## config.mk

```make
export PLATFORM = sky130hd
export DESIGN_NAME = irq_gate_unit
export DESIGN_NICKNAME = d
export VERILOG_FILES = /design/src/rtl/irq_gate_pkg.sv /design/src/rtl/irq_pend_cell.sv /design/src/rtl/irq_gate_bank.sv /design/src/rtl/irq_out_stage.sv /design/src/rtl/irq_gate_unit.sv
export SDC_FILE = /design/constraint.sdc
export NUM_CORES = 1
export LEC_CHECK = 0
export ABC_AREA = 0
export BUFFER_PORTS_ARGS = -buffer_cell sky130_fd_sc_hd__buf_2
export CAP_MARGIN = 20
export CELL_PAD_IN_SITES_DETAIL_PLACEMENT = 1
export CELL_PAD_IN_SITES_GLOBAL_PLACEMENT = 2
export CORE_MARGIN = 3
export CORE_UTILIZATION = 23
export CTS_BUF_LIST = sky130_fd_sc_hd__clkbuf_4 sky130_fd_sc_hd__clkbuf_8 sky130_fd_sc_hd__clkbuf_16
export DETAILED_ROUTE_END_ITERATION = 12
export PLACE_DENSITY = 0.81
export SYNTH_ARGS = -nofsm -noshare
export SYNTH_HDL_FRONTEND = slang
export SYNTH_HIERARCHICAL = 1
export SYNTH_SLANG_ARGS = --single-unit
```

## constraint.sdc

```tcl
create_clock -name clk -period 1.3 [get_ports clk]
set_input_delay 0.26 -clock clk [delete_from_list [all_inputs] [get_ports clk]]
set_output_delay 0.26 -clock clk [all_outputs]
set_load 0.005 [all_outputs]
```

## src/rtl/irq_gate_pkg.sv

```systemverilog
package irq_gate_pkg;
  localparam int unsigned IRQ_SRC_COUNT = 13;

  // Bit position of each event source; a software driver decodes these.
  typedef enum int unsigned {
    SRC_RX_LEVEL     = 0,
    SRC_RX_EMPTY     = 1,
    SRC_RX_FULL      = 2,
    SRC_TX_EMPTY     = 3,
    SRC_TX_FULL      = 4,
    SRC_RX_OVERRUN   = 5,
    SRC_FRAME_ERR    = 6,
    SRC_PARITY_ERR   = 7,
    SRC_RX_IDLE      = 8,
    SRC_MODEM_CHANGE = 9,
    SRC_TX_LEVEL     = 10,
    SRC_TX_NEAR_FULL = 11,
    SRC_TX_OVERRUN   = 12
  } irq_src_e;
endpackage

```

## src/rtl/irq_pend_cell.sv

```systemverilog
// One sticky pending bit: a set request takes priority over a clear request.
module irq_pend_cell (
  input  logic clk,
  input  logic rst_n,
  input  logic set_i,
  input  logic clr_i,
  output logic q_o
);
  always_ff @(posedge clk) begin
    if (!rst_n)     q_o <= 1'b0;
    else if (set_i) q_o <= 1'b1;
    else if (clr_i) q_o <= 1'b0;
  end
endmodule

```

## src/rtl/irq_gate_bank.sv

```systemverilog
// Gate vector driven by separate set and clear ports; clear takes priority.
module irq_gate_bank #(
  parameter int unsigned N = 13
) (
  input  logic         clk,
  input  logic         rst_n,
  input  logic         on_we_i,
  input  logic [N-1:0] on_bits_i,
  input  logic         off_we_i,
  input  logic [N-1:0] off_bits_i,
  output logic [N-1:0] gate_q
);
  logic [N-1:0] set_eff, clr_eff;

  assign set_eff = on_we_i  ? on_bits_i  : '0;
  assign clr_eff = off_we_i ? off_bits_i : '0;

  always_ff @(posedge clk) begin
    if (!rst_n) gate_q <= '0;
    else        gate_q <= (gate_q | set_eff) & ~clr_eff;
  end
endmodule

```

## src/rtl/irq_out_stage.sv

```systemverilog
// Registered reduction of pending-and-gated sources to one request line.
module irq_out_stage #(
  parameter int unsigned N = 13
) (
  input  logic         clk,
  input  logic         rst_n,
  input  logic [N-1:0] pending_i,
  input  logic [N-1:0] gate_i,
  output logic         irq_q
);
  logic [N-1:0] live;

  assign live = pending_i & gate_i;

  always_ff @(posedge clk) begin
    if (!rst_n) irq_q <= 1'b0;
    else        irq_q <= |live;
  end
endmodule

```

## src/rtl/irq_gate_unit.sv

```systemverilog
module irq_gate_unit #(
  parameter int unsigned NUM_SRC = irq_gate_pkg::IRQ_SRC_COUNT
) (
  input  logic               clk,
  input  logic               rst_n,
  input  logic [NUM_SRC-1:0] event_i,
  input  logic               on_we_i,
  input  logic [NUM_SRC-1:0] on_bits_i,
  input  logic               off_we_i,
  input  logic [NUM_SRC-1:0] off_bits_i,
  input  logic               ack_we_i,
  input  logic [NUM_SRC-1:0] ack_bits_i,
  output logic [NUM_SRC-1:0] gate_o,
  output logic [NUM_SRC-1:0] pending_o,
  output logic               irq_o
);
  logic [NUM_SRC-1:0] ack_eff;

  assign ack_eff = ack_we_i ? ack_bits_i : '0;

  // one sticky cell per source, event input k feeds cell k
  for (genvar k = 0; k < NUM_SRC; k++) begin : g_pend
    irq_pend_cell u_cell (
      .clk   (clk),
      .rst_n (rst_n),
      .set_i (event_i[k]),
      .clr_i (ack_eff[k]),
      .q_o   (pending_o[k])
    );
  end


  irq_gate_bank #(.N(NUM_SRC)) u_gate (
    .clk        (clk),
    .rst_n      (rst_n),
    .on_we_i    (on_we_i),
    .on_bits_i  (on_bits_i),
    .off_we_i   (off_we_i),
    .off_bits_i (off_bits_i),
    .gate_q     (gate_o)
  );


  irq_out_stage #(.N(NUM_SRC)) u_out (
    .clk       (clk),
    .rst_n     (rst_n),
    .pending_i (pending_o),
    .gate_i    (gate_o),
    .irq_q     (irq_o)
  );
endmodule

```

==> results by group, run 1 <==
Outcome
  – Outcome: finished, final reports clean

STA
  – Worst relative slew slack: 59.2%
  – Clk_skew: 1.11 ps
  – RSZ-0062 raised after global routing: no
  – Final setup TNS: 0 ps
  – Fraction of the cycle the final worst path needs: 85.4%
  – Final Hold Fails: 0
  – FMAX: 900 MHz
  – Final worst slack: 189 ps
  – Worst Tran Pin Value: 612 ps
  – Fin. max-slew vios: 0
  – Endpoints failing setup: 0
  – Crit path time final: 1110 ps

Flow run
  – Total of max-cap violations: 0

Cells and area
  – Synthesis-to-finish area growth: 41.6%
  – Most common cell after layout, fill and taps aside: buf_2
  – # diodes: 0
  – Most frequent cells in the layout: buf_2, dfxtp_1, o21a_1, nor2b_4
  – Layout cell share with drive strength beyond 1: 68.4%
  – Fill count: 637
  – Final instance area: 1790 µm²
  – Register area: 541 µm²
  – Utilization after layout: 34.3%
  – Combined area of the multi-input logic cells: 684 µm²
  – Final nets: 248
  – Non-filler cells in the finished layout: 260

Route
  – DR WL/cell: 13.6 µm
  – Antenna viol nets, final: 0
  – Iteration-0 DRC Markers: 22
  – Via density: 4.35
  – Routed vias: 1131
  – Drt drc: 0
  – Detailed Route WL: 3.53 mm
  – First drt pass iteration count: 4

GRT
  – Antenna violations before repair: 0
  – First-pass GRT wire length: 5.53 mm
  – Met2 usage: 18.0%
  – GR Util met1: 14.4%
  – GR Util met3: 3.25%
  – Gr usage total: 11.1%
  – Remaining Overflow, GRT: 0
  – Pin count of the biggest net entering global routing: 16
  – Vias in the first global route: 1145
  – Global routing's busiest layer: met2

Die
  – Row cnt: 26
  – Die height: 80.1 µm
  – Die width: 80.1 µm
  – Core area: 5200 µm²
  – IO Pins: 84
  – Die area: 6410 µm²
  – Initial core utilization: 24.2%

Placed design
  – Hpwl dp: 2.90 mm
  – Placed cells: 256
  – PortBufs: 83
  – Area after DPL: 1740 µm²
  – Post-Place Worst Slack: 192 ps
  – Final Wtd Congestion: 0.609

Synthesis
  – Sequential area share after synthesis: 42.9%
  – Yosys warns: 6
  – Synthesized Nets: 163
  – Mapped Avg Cell Area: 11.9 µm²
  – Post-Syn Area: 1260 µm²
  – Netlist cell types: 15
  – Synth Instances: 106
  – Yosys reg bits: 27

Power and ir drop
  – Leak pwr: 0.822 nW
  – VDD IR max: 0.368 mV
  – PD cells: 979 nW/µm²

CTS
  – Setup Buffers After CTS: 0
  – Clk sinks: 27
  – Clock transition at path regs: 90 ps
  – H-Tree Depth: 1
  – Clock buffer depth: 2
  – Clk root buf: clkbuf_8
  – Total CTS buffers: 3
  – # resized after CTS: 0
  – CTS tree: built
  – CTS Hold Bufs: 0
  – Clock Latency Late Sink: 270 ps

Critical path
  – Reg2reg setup slack: 190 ps
  – Required time worst endpoint: 1470 ps
  – FF-to-FF End: u_out/irq_q
  – Reg2reg path depth: 3
  – CP Capture Type: flop
  – Arr. time, crit path: 1280 ps
  – CP Launch Type: flop
  – Buf/Inv on CP: 0
  – WS Path Type: flop to flop
  – Worst path cell trace: a222oi_1 > nand3_1 > o21a_1
  – Delay of the slowest cell on the worst path: 350 ps
  – CP delay by family, top: compound AO/OA/AOI/OAI gates
  – Crit-path max FO: 3
  – Worst r2r src: u_gate/gate_q[0]
  – Highest-delay cell along the critical path: a222oi_1

Hold path
  – Hold Path End: u_gate/gate_q[12]
  – Worst hold start: off_bits_i[12]
  – Type of the worst min-delay path: input port to flop
  – Hold depth: 2
-- routing by layer --
| metal | vias to the layer above | share of wire (%) |
|---|---|---|
| met2 | 55 | 46 |
| li1 | 555 | - |
| met3 | 5 | 9.6 |
| met5 | - | 0 |
| met1 | 516 | 44 |
| met4 | 0 | 0.94 |
-- where the power goes --
group          internal [W]  total [W]  leakage (nW)  switching [W]
registers          0.000882   0.000926         0.224      0.0000434
logic              0.000203   0.000350         0.573       0.000147
clock network      0.000215   0.000472        0.0255       0.000257
total               0.00130    0.00175         0.822       0.000448
-- synthesized netlist by cell type (all sizes together) --
library cell | count | area share, %
a222oi | 1 | 0.79
o21a | 14 | 8.3
buf | 4 | 2.6
a21oi | 13 | 8.1
inv | 1 | 0.30
nor2b | 13 | 14
a211oi | 13 | 12
a22oi | 5 | 3.0
and2 | 13 | 7.3
nand3 | 2 | 0.79
dfxtp | 27 | 43
-- cell families after synthesis --
| kind of cell | Yosys count | share of synthesized area, % |
|---|---|---|
| compound gates | 46 | 31.9 |
| buf+inv | 5 | 2.88 |
| flops | 27 | 42.9 |
| simple gates | 28 | 22.3 |
-- worst max-delay path by stage --
stage	start	to	slack, ps	cells past startpoint
2_1_floorplan	g_pend[0].u_cell/q_o	u_out/irq_q	290	3
3_3_place_gp	rst_n	u_gate/gate_q[7]	220	3
3_5_place_dp	g_pend[0].u_cell/q_o	u_out/irq_q	190	3
4_1_cts	g_pend[0].u_cell/q_o	u_out/irq_q	170	3
5_1_grt	u_gate/gate_q[0]	u_out/irq_q	80	3
6_report	u_gate/gate_q[0]	u_out/irq_q	190	3
-- cell type report --
cell class / instances / share of cell area, %
timing repair buffer: 84 / 23.7
multi-input combinational: 74 / 38.3
sequential: 27 / 30.3
clock buffer: 3 / 2.31
tap: 70 / 4.91
clock inverter: 1 / 0.280
inverter: 1 / 0.210
-- state kept, by name, indices dropped and copies added (netlist names) --
name and count:
g_pend.u_cell/q_o 13, u_gate/gate_q 13, u_out/irq_q 1
-- through the flow --
stage / total power (W) / hold WS (ps)
3_3_place_gp: 0.00130 / 445
6_report: 0.00175 / 160
5_1_grt: 0.00186 / 152
3_5_place_dp: 0.00131 / 450
4_1_cts: 0.00180 / 150
2_1_floorplan: 0.00112 / 355
No activity file was read; power rests on OpenSTA's default activity.
==> run 2, diff against run 1 <==
- CELL_PAD_IN_SITES_DETAIL_PLACEMENT: 1 -> not set
- CELL_PAD_IN_SITES_GLOBAL_PLACEMENT: 2 -> not set
- CORE_UTILIZATION: 23 -> 30
- PLACE_DENSITY: 0.81 -> 0.64
==> run 2 against run 1 <==
Global-route usage rose by 1.7 points. Worst hold slack got worse by 5.5 ps. Clock power rose by 1%. Sequential cell count did not move. Maximum frequency rose by 2.2%. Core utilization rose by 11 points. Via count fell by 3.7%. Routed wire length fell by 8.7%. Die area fell by 22%.
==> results by group, run 2 (synthesis gave the netlist of run 1 again) <==
Outcome
  – Outcome: finished, final reports clean (unchanged)

Die
  – Die area: 5020 µm² (was 6410 µm²)
  – Core area: 3850 µm² (was 5200 µm²)
  – Initial core utilization: 32.7% (was 24.2%)
  – Die width: 70.8 µm (was 80.1 µm)
  – IO Pins: 84 (unchanged)
  – Die height: 70.8 µm (was 80.1 µm)
  – Row cnt: 22 (was 26)

STA
  – Worst relative slew slack: 59.5% (was 59.2%)
  – Fraction of the cycle the final worst path needs: 83.6% (was 85.4%)
  – Clk_skew: 4.75 ps (was 1.11 ps)
  – Final setup TNS: 0 ps (unchanged)
  – Final Hold Fails: 0 (unchanged)
  – Crit path time final: 1090 ps (was 1110 ps)
  – Endpoints failing setup: 0 (unchanged)
  – Fin. max-slew vios: 0 (unchanged)
  – RSZ-0062 raised after global routing: no (unchanged)
  – FMAX: 920 MHz (was 900 MHz)
  – Worst Tran Pin Value: 607 ps (was 612 ps)

Placed design
  – Area after DPL: 1710 µm² (was 1740 µm²)
  – Hpwl dp: 2.53 mm (was 2.90 mm)
  – PortBufs: 83 (unchanged)
  – Final Wtd Congestion: 0.710 (was 0.609)
  – Placed cells: 234 (was 256)

Critical path
  – Crit-path max FO: 3 (unchanged)
  – Arr. time, crit path: 1260 ps (was 1280 ps)
  – WS Path Type: flop to flop (unchanged)
  – Worst r2r src: g_pend[0].u_cell/q_o (was u_gate/gate_q[0])
  – Required time worst endpoint: 1470 ps (about the same)
  – FF-to-FF End: u_out/irq_q (unchanged)
  – CP Capture Type: flop (unchanged)
  – Reg2reg path depth: 3 (unchanged)
  – Reg2reg setup slack: 210 ps (was 190 ps)
  – CP Launch Type: flop (unchanged)

GRT
  – Pin count of the biggest net entering global routing: 16 (unchanged)
  – Antenna violations before repair: 0 (unchanged)
  – Remaining Overflow, GRT: 0 (unchanged)
  – Vias in the first global route: 1094 (was 1145)
  – Gr usage total: 12.9% (was 11.1%)
  – First-pass GRT wire length: 5.10 mm (was 5.53 mm)

Hold path
  – Worst hold start: off_bits_i[7] (was off_bits_i[12])
  – Type of the worst min-delay path: input port to flop (unchanged)
  – Hold depth: 2 (unchanged)
  – Hold Path End: u_gate/gate_q[7] (was u_gate/gate_q[12])

CTS
  – Clock transition at path regs: 90 ps (about the same)
  – Setup Buffers After CTS: 0 (unchanged)
  – Clock Latency Late Sink: 270 ps (about the same)
  – H-Tree Depth: 1 (unchanged)
  – Total CTS buffers: 3 (unchanged)
  – Clk sinks: 27 (unchanged)
  – CTS Hold Bufs: 0 (unchanged)
  – CTS tree: built (unchanged)
  – # resized after CTS: 0 (unchanged)
  – Clock buffer depth: 2 (unchanged)
  – Clk root buf: clkbuf_8 (unchanged)

Cells and area
  – Final nets: 248 (unchanged)
  – Layout cell share with drive strength beyond 1: 68.4% (unchanged)
  – # diodes: 0 (unchanged)
  – Biggest regs: g_pend.u_cell/q_o (13), u_gate/gate_q (13), u_out/irq_q (1) (unchanged)
  – Synthesis-to-finish area growth: 39.4% (was 41.6%)
  – Non-filler cells in the finished layout: 238 (was 260)
  – Fill count: 398 (was 637)
  – Most frequent cells in the layout: buf_2, dfxtp_1, o21a_1, nor2b_4 (unchanged)
  – Most common cell after layout, fill and taps aside: buf_2 (unchanged)
  – Final instance area: 1760 µm² (was 1790 µm²)

Route
  – Routed vias: 1089 (was 1131)
  – Antenna viol nets, final: 0 (unchanged)
  – Via density: 4.58 (was 4.35)
  – First drt pass iteration count: 4 (unchanged)
  – Drt drc: 0 (unchanged)
  – DR WL/cell: 13.5 µm (was 13.6 µm)
  – Iteration-0 DRC Markers: 20 (was 22)
  – Detailed Route WL: 3.22 mm (was 3.53 mm)

Flow run
  – Total of max-cap violations: 0 (unchanged)

Power and ir drop
  – VDD IR max: 0.445 mV (was 0.368 mV)
  – Leak pwr: 0.822 nW (unchanged)
  – PD cells: 995 nW/µm² (was 979 nW/µm²)
==> run 2: cell counts in the layout (fill, tap and decap cells not counted) <==
No cell type changed its count.
==> run 2: power breakdown <==
group          total (W)  internal (W)  leakage [nW]  switching (W)
Combinational   0.000346      0.000203         0.573       0.000144
Sequential      0.000925      0.000883         0.224      0.0000425
Clock           0.000478      0.000215        0.0255       0.000263
Total            0.00175       0.00130         0.822       0.000449
==> run 2: worst max path at each step <==
stage | start | to | slack [ps]
detailed placement | g_pend[0].u_cell/q_o | u_out/irq_q | 220
global route | g_pend[0].u_cell/q_o | u_out/irq_q | 140
finish | g_pend[0].u_cell/q_o | u_out/irq_q | 210
floorplan | g_pend[0].u_cell/q_o | u_out/irq_q | 290
global placement | rst_n | u_gate/gate_q[7] | 250
CTS | g_pend[0].u_cell/q_o | u_out/irq_q | 200
==> run 2: worst max-delay path, stage by stage, from the launching register on <==
cell      delay (ps)
dfxtp_1          330
a222oi_1         350
nand3_1          120
o21a_1           190
==> run 2: per-stage QoR <==
step / utilization (%) / total power [W] / setup WS, ps / hold WS (ps)
finish: 45.6 / 0.00175 / 213 / 155
global route: 45.6 / 0.00185 / 142 / 144
CTS: 45.6 / 0.00179 / 202 / 144
detailed placement: 44.4 / 0.00130 / 216 / 446
global placement: 44.4 / 0.00130 / 247 / 445
floorplan: - / 0.00112 / 290 / 355
==> run 2: final cells by class <==
type	instances	area [µm²]	share of cell area, %
tap	48	60.1	3.42
multi-input combinational	74	684	38.9
timing repair buffer	84	423	24.1
inverter	1	3.75	0.214
clock buffer	3	41.3	2.35
clock inverter	1	5.00	0.285
sequential	27	541	30.7
==> run 2: layer usage <==
metal | GRT usage [%] | share of wire [%] | vias up
li1 | - | - | 553
met1 | 16.3 | 45 | 490
met4 | 5.01 | 0.84 | 0
met5 | 0 | 0 | -
met3 | 2.84 | 8.8 | 2
met2 | 21.2 | 46 | 44
